File: src/rtl/disp_wdog_pkg.sv
package disp_wdog_pkg;
  typedef enum logic [1:0] {
    HWR_OFF  = 2'd0,
    HWR_RISE = 2'd1,
    HWR_FALL = 2'd2,
    HWR_RSVD = 2'd3
  } hwr_mode_e;

  localparam int ADDR_CTRL   = 0;
  localparam int ADDR_RELOAD = 1;
  localparam int ADDR_COUNT  = 2;
  localparam int ADDR_FLAG   = 3;

  localparam int B_EN      = 0;
  localparam int B_DIS     = 1;
  localparam int B_FRC     = 2;
  localparam int B_STAT    = 3;
  localparam int B_SRC_LO  = 4;
  localparam int B_MODE_LO = 8;
endpackage

File: src/rtl/disp_wdog_tick_sel.sv
module disp_wdog_tick_sel #(
  parameter int NUM_EVT = 4,
  parameter int SRC_W   = 4
) (
  input  logic               clk,
  input  logic               rst,
  input  logic [SRC_W-1:0]   src_i,
  input  logic               line_i,
  input  logic               frame_i,
  input  logic [2:0]         sync_i,
  input  logic [NUM_EVT-1:0] evt_i,
  output logic               tick_o
);
  localparam int NUM_SYNC = 3;
  localparam int NUM_SRC  = 2 + 2 * NUM_SYNC + NUM_EVT;

  logic [NUM_SYNC-1:0] sync_q;
  logic [NUM_SRC-1:0]  cand;
  logic                tick_q;

  assign cand[0] = line_i;
  assign cand[1] = frame_i;

  for (genvar s = 0; s < NUM_SYNC; s++) begin : g_sync
    assign cand[2 + 2 * s]     = sync_i[s] & ~sync_q[s];
    assign cand[2 + 2 * s + 1] = ~sync_i[s] & sync_q[s];
  end

  for (genvar e = 0; e < NUM_EVT; e++) begin : g_evt
    assign cand[2 + 2 * NUM_SYNC + e] = evt_i[e];
  end

  always_ff @(posedge clk) begin
    if (rst) begin
      sync_q <= '0;
      tick_q <= 1'b0;
    end else begin
      sync_q <= sync_i;
      tick_q <= (int'(src_i) < NUM_SRC) ? cand[src_i] : 1'b0;
    end
  end

  assign tick_o = tick_q;


  reserved_src_chk: assert property (@(posedge clk) disable iff (rst)
    tick_q |-> (int'($past(src_i)) < NUM_SRC));
endmodule

File: src/rtl/disp_wdog_rld_det.sv
module disp_wdog_rld_det
  import disp_wdog_pkg::*;
(
  input  logic      clk,
  input  logic      rst,
  input  hwr_mode_e mode_i,
  input  logic      rld_i,
  output logic      hw_rld_o
);
  logic rld_q;
  logic pulse_q;

  always_ff @(posedge clk) begin
    if (rst) begin
      rld_q   <= 1'b0;
      pulse_q <= 1'b0;
    end else begin
      rld_q <= rld_i;
      unique case (mode_i)
        HWR_RISE: pulse_q <= rld_i & ~rld_q;
        HWR_FALL: pulse_q <= ~rld_i & rld_q;
        default:  pulse_q <= 1'b0;
      endcase
    end
  end

  assign hw_rld_o = pulse_q;


  hw_mode_chk: assert property (@(posedge clk) disable iff (rst)
    pulse_q |-> ($past(mode_i) == HWR_RISE || $past(mode_i) == HWR_FALL));
endmodule

File: src/rtl/disp_wdog_core.sv
module disp_wdog_core #(
  parameter int CNT_W = 16
) (
  input  logic             clk,
  input  logic             rst,
  input  logic             en_wr_i,
  input  logic             dis_wr_i,
  input  logic             frc_i,
  input  logic             clr_i,
  input  logic             tick_i,
  input  logic             hw_rld_i,
  input  logic [CNT_W-1:0] rld_val_i,
  output logic             run_o,
  output logic [CNT_W-1:0] cnt_o,
  output logic             flag_o
);
  logic             run_q;
  logic [CNT_W-1:0] cnt_q;
  logic             flag_q;
  logic             load;
  logic             dec;

  assign load = frc_i | (en_wr_i & ~dis_wr_i) | (run_q & hw_rld_i);
  assign dec  = run_q & tick_i & ~load & (cnt_q != '0);

  always_ff @(posedge clk) begin
    if (rst) begin
      run_q  <= 1'b0;
      cnt_q  <= '0;
      flag_q <= 1'b0;
    end else begin
      if (dis_wr_i)     run_q <= 1'b0;
      else if (en_wr_i) run_q <= 1'b1;

      if (load)     cnt_q <= rld_val_i;
      else if (dec) cnt_q <= cnt_q - 1'b1;

      if (dec && cnt_q == CNT_W'(1)) flag_q <= 1'b1;
      else if (clr_i)                flag_q <= 1'b0;
    end
  end

  assign run_o  = run_q;
  assign cnt_o  = cnt_q;
  assign flag_o = flag_q;


  disable_stops_chk: assert property (@(posedge clk) disable iff (rst)
    dis_wr_i |=> !run_q);

  idle_hold_chk: assert property (@(posedge clk) disable iff (rst)
    (!run_q && !en_wr_i && !frc_i) |=> $stable(cnt_q));

  step_one_chk: assert property (@(posedge clk) disable iff (rst)
    (run_q && !load) |=> (cnt_q == $past(cnt_q) || cnt_q == $past(cnt_q) - 1'b1));

  expiry_at_zero_chk: assert property (@(posedge clk) disable iff (rst)
    $rose(flag_q) |-> (cnt_q == '0));
endmodule

File: src/rtl/disp_wdog.sv
module disp_wdog
  import disp_wdog_pkg::*;
#(
  parameter int CNT_W   = 16,
  parameter int DATA_W  = 32,
  parameter int ADDR_W  = 2,
  parameter int NUM_EVT = 4
) (
  input  logic               clk,
  input  logic               rst,
  input  logic               wr_i,
  input  logic               rd_i,
  input  logic [ADDR_W-1:0]  addr_i,
  input  logic [DATA_W-1:0]  wdata_i,
  output logic [DATA_W-1:0]  rdata_o,
  output logic               rvalid_o,
  input  logic               line_i,
  input  logic               frame_i,
  input  logic               hsync_i,
  input  logic               vsync_i,
  input  logic               te_i,
  input  logic [NUM_EVT-1:0] evt_i,
  input  logic               rld_i,
  output logic               irq_o
);
  localparam int SRC_W = 4;

  logic [SRC_W-1:0] src_q;
  hwr_mode_e        mode_q;
  logic [CNT_W-1:0] rld_val_q;
  logic [DATA_W-1:0] rdata_q;
  logic              rvalid_q;

  logic ctrl_wr, en_wr, dis_wr, frc, clr;
  logic tick, hw_rld, run, flag;
  logic [CNT_W-1:0] cnt;
  logic unused_wbits;

  assign ctrl_wr = wr_i && (int'(addr_i) == ADDR_CTRL);
  assign en_wr   = ctrl_wr && wdata_i[B_EN];
  assign dis_wr  = ctrl_wr && wdata_i[B_DIS];
  assign frc     = ctrl_wr && wdata_i[B_FRC];
  assign clr     = wr_i && (int'(addr_i) == ADDR_FLAG) && wdata_i[0];
  assign unused_wbits = ^{wdata_i[DATA_W-1:B_MODE_LO+2], wdata_i[B_STAT]};

  always_ff @(posedge clk) begin
    if (rst) begin
      src_q     <= '0;
      mode_q    <= HWR_OFF;
      rld_val_q <= '0;
    end else begin
      if (ctrl_wr) begin
        src_q  <= wdata_i[B_SRC_LO +: SRC_W];
        mode_q <= hwr_mode_e'(wdata_i[B_MODE_LO +: 2]);
      end
      if (wr_i && int'(addr_i) == ADDR_RELOAD)
        rld_val_q <= wdata_i[CNT_W-1:0];
    end
  end

  disp_wdog_tick_sel #(.NUM_EVT(NUM_EVT), .SRC_W(SRC_W)) tick_sel_i (
    .clk(clk), .rst(rst), .src_i(src_q), .line_i(line_i), .frame_i(frame_i),
    .sync_i({te_i, vsync_i, hsync_i}), .evt_i(evt_i), .tick_o(tick)
  );

  disp_wdog_rld_det rld_det_i (
    .clk(clk), .rst(rst), .mode_i(mode_q), .rld_i(rld_i), .hw_rld_o(hw_rld)
  );

  disp_wdog_core #(.CNT_W(CNT_W)) core_i (
    .clk(clk), .rst(rst), .en_wr_i(en_wr), .dis_wr_i(dis_wr), .frc_i(frc),
    .clr_i(clr), .tick_i(tick), .hw_rld_i(hw_rld), .rld_val_i(rld_val_q),
    .run_o(run), .cnt_o(cnt), .flag_o(flag)
  );

  always_ff @(posedge clk) begin
    if (rst) begin
      rdata_q  <= '0;
      rvalid_q <= 1'b0;
    end else begin
      rvalid_q <= rd_i;
      if (rd_i) begin
        unique case (int'(addr_i))
          ADDR_CTRL:   rdata_q <= DATA_W'({mode_q, src_q, run, 3'b000});
          ADDR_RELOAD: rdata_q <= DATA_W'(rld_val_q);
          ADDR_COUNT:  rdata_q <= DATA_W'(cnt);
          default:     rdata_q <= DATA_W'(flag);
        endcase
      end
    end
  end

  assign rdata_o  = rdata_q;
  assign rvalid_o = rvalid_q;
  assign irq_o    = flag;


  rvalid_follows_rd_chk: assert property (@(posedge clk) disable iff (rst)
    rd_i |=> rvalid_q);
endmodule

File: config.mk
export PLATFORM = sky130hd
export DESIGN_NAME = disp_wdog
export DESIGN_NICKNAME = d
export VERILOG_FILES = /design/src/rtl/disp_wdog_pkg.sv /design/src/rtl/disp_wdog_tick_sel.sv /design/src/rtl/disp_wdog_rld_det.sv /design/src/rtl/disp_wdog_core.sv /design/src/rtl/disp_wdog.sv
export SDC_FILE = /design/constraint.sdc
export NUM_CORES = 1
export LEC_CHECK = 0
export ABC_CLOCK_PERIOD_IN_PS = 2070
export BUFFER_PORTS_ARGS = -buffer_cell sky130_fd_sc_hd__buf_2
export CAP_MARGIN = 20
export CORE_UTILIZATION = 45
export DETAILED_ROUTE_END_ITERATION = 6
export PLACE_DENSITY_LB_ADDON = 0.12
export REMOVE_ABC_BUFFERS = 1
export SETUP_SLACK_MARGIN = 0.4
export SLEW_MARGIN = 20
export SYNTH_ARGS = -nofsm -noshare
export SYNTH_HDL_FRONTEND = slang
export SYNTH_SLANG_ARGS = --single-unit
File: constraint.sdc
create_clock -name clk -period 2.07 [get_ports clk]
set_input_delay 0.1035 -clock clk [delete_from_list [all_inputs] [get_ports clk]]
set_output_delay 0.1035 -clock clk [all_outputs]
set_load 0.03 [all_outputs]
* Word-level counts from Yosys, hierarchy flattened
Index checks and enable logic that the tools add are counted. Widths: inputs -> output; s select.
Storage, ports and cells: bits in read-only memories 0, latch bits 0, memories 0, output and inout port bits 34, bits in registers 79, logic and storage cells 71, memory bits (writable) 0
Cells by class: $lt $le $gt $ge 2, reductions and logical operators 15, bitwise operators 26, divide/modulo/power cells 0, shift-type cells 0, equality and inequality tests 7, mux-type cells 8, multipliers 0, add/subtract/negate cells 1
Operators with widths (count):
- $pmux 16 s3 | 1
- $mux 16 | 2
- $eq 16x1->1 const B | 1
- $reduce_bool 16->1 | 1
- $sub 16x1->16 const B | 1
- $and 1x1->1 | 13
- $not 1->1 | 11
- $logic_and 1x1->1 | 8
- $eq 2x1->1 const B | 3
- $eq 2x2->1 const B | 3
- $lt 4x5->1 const B | 1
- $bmux 1 s4 | 1
- $logic_not 2->1 | 2
- $lt 4x4->1 const B | 1
- $reduce_bool 2->1 | 2
- $reduce_or 2->1 | 2
- $mux 1 | 3
- $or 1x1->1 | 2
- $pmux 1 s2 | 1

* Logic depth before layout (Yosys ltp)
word-level depth 12, gate-level depth with buffers 7, mapped depth without buffers 7

* By module
Synthesis repeated with hierarchy kept, for this count alone.
Second synthesis, totals: cell total of the unflattened synthesis 395, area total of the unflattened synthesis 3402.0 um^2
By module, submodules not included:
- disp_wdog | seq. area each 780.7 um^2, cells an instance 206, area an instance 1795.5 um^2, instances 1
- disp_wdog_core | seq. area each 360.3 um^2, cells an instance 150, area an instance 1222.4 um^2, instances 1
- disp_wdog_tick_sel | seq. area each 80.1 um^2, cells an instance 29, area an instance 265.3 um^2, instances 1
- disp_wdog_rld_det | seq. area each 40.0 um^2, cells an instance 10, area an instance 118.9 um^2, instances 1

* Worst setup path before layout
Ideal clock, no wire load.
kind flip-flop to flip-flop, start point reg core_i.cnt_q[2] (netlist: core_i.cnt_o[2]), end point reg core_i.cnt_q[8] (netlist: core_i.cnt_o[8]), path buffers 1, stages on the path, launching flop included 7, path slack 0.369 ns, data arrival time 1.584 ns, period minus slack after synthesis 1.701 ns, cells stage by stage dfxtp_1 > buf_6 > nor4_4 > nand2_1 > or3b_1 > xnor2_1 > a22o_1
Between the ends: cells in the longest elaborated chain, start to end 3, elaborated cells on any way between the ends 6, those cells by class add/sub: 1; mux: 2; bitwise: 1; reduce/logical: 2
RTL lines:
- from (decl) | line disp_wdog_core.sv:18 | logic [CNT_W-1:0] cnt_q;
- from (signal assigned) | line disp_wdog_core.sv:35 | if (load) cnt_q <= rld_val_i;
- from (signal assigned) | line disp_wdog_core.sv:36 | else if (dec) cnt_q <= cnt_q - 1'b1;
- $sub 16x1->16 / $reduce_bool 16->1 (equally long branches) | line disp_wdog_core.sv:36, disp_wdog_core.sv:24
- $mux 16 / $and 1x1->1 (equally long branches) | line disp_wdog_core.sv:36, disp_wdog_core.sv:24
- $mux 16 / $reduce_bool 2->1 (equally long branches)
Parallel ways exist; a longest one is shown, timed or not. The select of a mux whose other input is x is not followed. A chain may end at the register's enable or synchronous reset.

* Worst setup path in the final report
start point reg core_i.cnt_q[5] (netlist: core_i.cnt_o[5]), end point reg core_i.cnt_q[8] (netlist: core_i.cnt_o[8])
The elaborated chain is that of the path after synthesis.

==> impl_metrics.py <==
metrics = {
    "status": {
        "run_status": "finished with violations",
        "violations": "design-rule violations",
    },
    "clock_network": {
        "tritoncts_clock_tree": "yes",
        "tritoncts_buffer_count": 9,
        "worst_setup_hold_path_clk_slew_ns": 0.07,
        "cts_sinks": 63,
        "h-tree-depth": 3,
        "clk_root_buffer_cell": "sky130_fd_sc_hd__clkbuf_8",
        "clk_latency_ns": 0.34,
        "max-clock-path-buffers": 2,
    },
    "worst_setup_path": {
        "timing.critical_path.to_type": "flip-flop",
        "ff2ff_path_depth": 6,
        "crit_chain": "nor4_4 > buf_4 > nand2_2 > or3b_4 > xnor2_2 > a22o_1",
        "path_class": "reg -> reg",
        "crit_path_top_delay_cell": "sky130_fd_sc_hd__or3b_4",
        "crit_arrival_ns": 1.89,
        "regToRegSetupSlack_ns": 0.42,
        "critPathRequiredTime_ns": 2.30,
        "worstPathBufferInverterCount": 1,
        "crit_path_start_kind": "flip-flop",
        "critical_path.reg2reg.startpoint": "core_i.cnt_o[5]$_SDFFE_PP0P_",
        "timing.critical_path.slowest_cell_delay_ns": 0.40,
        "critPathTopFamily": "simple AND/OR/NAND/NOR gates",
        "critical_path_cell_count": 6,
        "path_max_fanout": 4,
        "regToRegEndpoint": "core_i.cnt_o[8]$_SDFFE_PP0P_",
    },
    "synth": {
        "synth.distinct_cells": 49,
        "synthDominantCellAreaShare": 0.407,
        "yosys-top-cells-count": "sky130_fd_sc_hd__dfxtp_1, sky130_fd_sc_hd__nor2_1, sky130_fd_sc_hd__nand2_1",
        "synth_cells": 356,
        "synthMostInstantiatedCell": "sky130_fd_sc_hd__dfxtp_1",
        "synth-seq-area-share": 0.407,
        "synthTopCellsByArea": "sky130_fd_sc_hd__dfxtp_1, sky130_fd_sc_hd__nor2_1, sky130_fd_sc_hd__nand2_1, sky130_fd_sc_hd__a21oi_1, sky130_fd_sc_hd__a211oi_1",
        "yosys_warnings": 0,
        "synth_area_leader_cell": "sky130_fd_sc_hd__dfxtp_1",
        "synth_enable_flop_cells": 0,
        "avgSynthCellArea_um2": 8.70,
        "postSynth.asyncResetShare": 0,
        "synth-seq-cells": 63,
        "synthesis.area_um2": 3100,
        "synth_ff_type": "sky130_fd_sc_hd__dfxtp_1",
    },
    "placement": {
        "post-place-ws_ns": 0.141,
        "gp_congestion": 0.831,
        "io_buffer_count": 49,
        "dp_hpwl_um": 4910,
    },
    "route": {
        "post_route_drc": 5,
        "route.antenna.remaining_nets": 0,
        "initial_drt_markers": 148,
        "first_drt_pass_iteration_count": 7,
        "detailroute.via_count": 2680,
        "wl_per_cell_um": 14.7,
        "routed_wirelength_um": 7340,
        "detail_route.vias_per_cell": 5.36,
    },
    "power": {
        "peakVddDrop_mv": 0.378,
        "power.static_leakage_nw": 1.60,
        "power-per-cell-area_nw_per_um2": 705,
    },
    "timing": {
        "whs_ns": 0.00904,
        "min_period_ns": 1.65,
        "maximum_clock_frequency_mhz": 605,
        "timing.final.ws_setup_ns": 0.416,
        "skew_ns": 0.00973,
        "drv_slew": 0,
        "layout_worst_path_cycle_share": 0.799,
        "max-slew-margin-rel": 0.524,
        "worst_slew_pin_slew_ns": 0.712,
        "final-setup-viol-count": 0,
        "final-hold-violation-count": 0,
        "fin_tns_setup_ns": 0,
        "grt_setup_unrepaired": "true",
    },
    "grt": {
        "antenna_found_initial": 0,
        "largest_net_degree_at_the_start_of_global_routing": 34,
        "grt_first_pass_wirelength_um": 12200,
        "global_route.usage.total": 0.219,
        "via_count_of_the_first_global_routing_pass": 2512,
        "globalRoute.totalOverflow": 0,
    },
    "cells_and_area": {
        "filler_cell_count": 631,
        "drive_above_1_share": 0.277,
        "area_growth_syn_to_layout_pct": 24.0,
        "number_of_nets_in_the_finished_design": 471,
        "antenna-diode-count": 0,
    },
    "worst_hold_path": {
        "end_of_the_worst_hold_path": "rld_det_i.rld_q$_SDFF_PP0_",
        "hold-path-cell-count": 2,
        "hold_start": "rld_i",
        "hold_class": "in -> reg",
    },
    "floorplan": {
        "die-width_um": 85.0,
        "area_of_the_core_region_um2": 6490,
        "dieArea_um2": 7220,
        "top_level_ports": 82,
        "start_util": 0.477,
        "fp.dieH_um": 85.0,
        "placement_rows": 29,
    },
    "run": {
        "cap_violations": 0,
    },
}
## report_power, final
part,switching [W],leakage (nW),internal [W]
Clock,0.000455,0.100,0.000584
Combinational,0.000233,0.978,0.000145
Sequential,0.0000389,0.520,0.00125
## placed cells by master (no fill, tap or decap), types with 5 or more instances in the layout
cell type / instances
sky130_fd_sc_hd__dfxtp_1: 54
sky130_fd_sc_hd__buf_2: 49
sky130_fd_sc_hd__nor2_1: 44
sky130_fd_sc_hd__nand2_1: 42
sky130_fd_sc_hd__a21oi_1: 29
sky130_fd_sc_hd__a211oi_1: 19
sky130_fd_sc_hd__buf_4: 17
sky130_fd_sc_hd__conb_1: 16
sky130_fd_sc_hd__mux2i_1: 13
sky130_fd_sc_hd__a22o_1: 11
sky130_fd_sc_hd__clkbuf_8: 10
sky130_fd_sc_hd__nor2b_1: 9
sky130_fd_sc_hd__a22oi_1: 9
sky130_fd_sc_hd__dlygate4sd3_1: 9
sky130_fd_sc_hd__xnor2_1: 6
sky130_fd_sc_hd__inv_1: 5
sky130_fd_sc_hd__dfxtp_2: 5
## repair_timing
item / 4_1_cts / 5_1_grt
setup buffers: 2 / 5
endpoints found under the setup margin: 14 / 15
gates cloned: 0 / 0
hold buffers: 9 / 0
endpoints found under the hold margin: 9 / 0
pin swaps: 4 / 10
resized for setup: 15 / 21
## kinds of logic (layout without fill, tap and decap cells)
logic type / Yosys count / count (layout) / synth area share
AND/OR/NAND/NOR: 132 / 132 / 0.219
AO/OA/AOI/OAI: 81 / 81 / 0.181
flip-flops: 63 / 63 / 0.407
buffers and inverters: 47 / 99 / 0.0804
multiplexers: 16 / 16 / 0.0602
XOR/XNOR: 11 / 11 / 0.0311
adder cells (fa/ha/maj): 5 / 5 / 0.0202
other: 1 / 16 / 0.00121
## sequential cells by signal, indices dropped and copies added (netlist names)
| signal | cells |
|---|---|
| rld_det_i.rld_q | 1 |
| core_i.cnt_o | 16 |
| rvalid_o | 1 |
| rld_val_q | 16 |
| tick_sel_i.sync_q | 3 |
| src_q | 4 |
| rdata_o | 16 |
| core_i.flag_o | 1 |
| rld_det_i.hw_rld_o | 1 |
| tick_sel_i.tick_o | 1 |
| mode_q | 2 |
| core_i.run_o | 1 |
## metal layers
layer  global-route usage  wire, µm
met1                0.286      3520
met2                0.356      3480
met3               0.0350       277
met4               0.0986        59
met5                    0         0
## through the flow
step           utilization  total power, W  std cells  instance area (µm²)
3_3_place_gp         0.518         0.00166        468                 3370
6_report             0.591         0.00271        500                 3840
3_5_place_dp         0.518         0.00166        468                 3370
2_1_floorplan            -         0.00152        331                 2930
4_1_cts              0.572         0.00272        495                 3720
5_1_grt              0.591         0.00283        500                 3840
## final cells by class
cell class,count,area (µm²),area share
clock inverters,4,45.0,0.0117
multi-input cells,261,1760,0.458
flip-flops and latches,63,1280,0.334
inverters,7,28.8,0.00749
clock buffers,12,145,0.0378
well taps,77,96.3,0.0251
repair buffers,76,483,0.126
## worst max path at each step
stage,from,end,slack [ns]
final,core_i.cnt_o[5]$_SDFFE_PP0P_,core_i.cnt_o[8]$_SDFFE_PP0P_,0.42
after global routing,core_i.cnt_o[1]$_SDFFE_PP0P_,core_i.flag_o$_SDFFE_PP0P_,0.33
after CTS,core_i.cnt_o[5]$_SDFFE_PP0P_,core_i.cnt_o[8]$_SDFFE_PP0P_,0.38
after detailed placement,addr_i[0],core_i.cnt_o[3]$_SDFFE_PP0P_,0.14
after global placement,addr_i[0],core_i.cnt_o[4]$_SDFFE_PP0P_,0.16
after floorplan,addr_i[0],core_i.cnt_o[0]$_SDFFE_PP0P_,-0.002
Note: power is estimated with default switching activity, not from simulation.
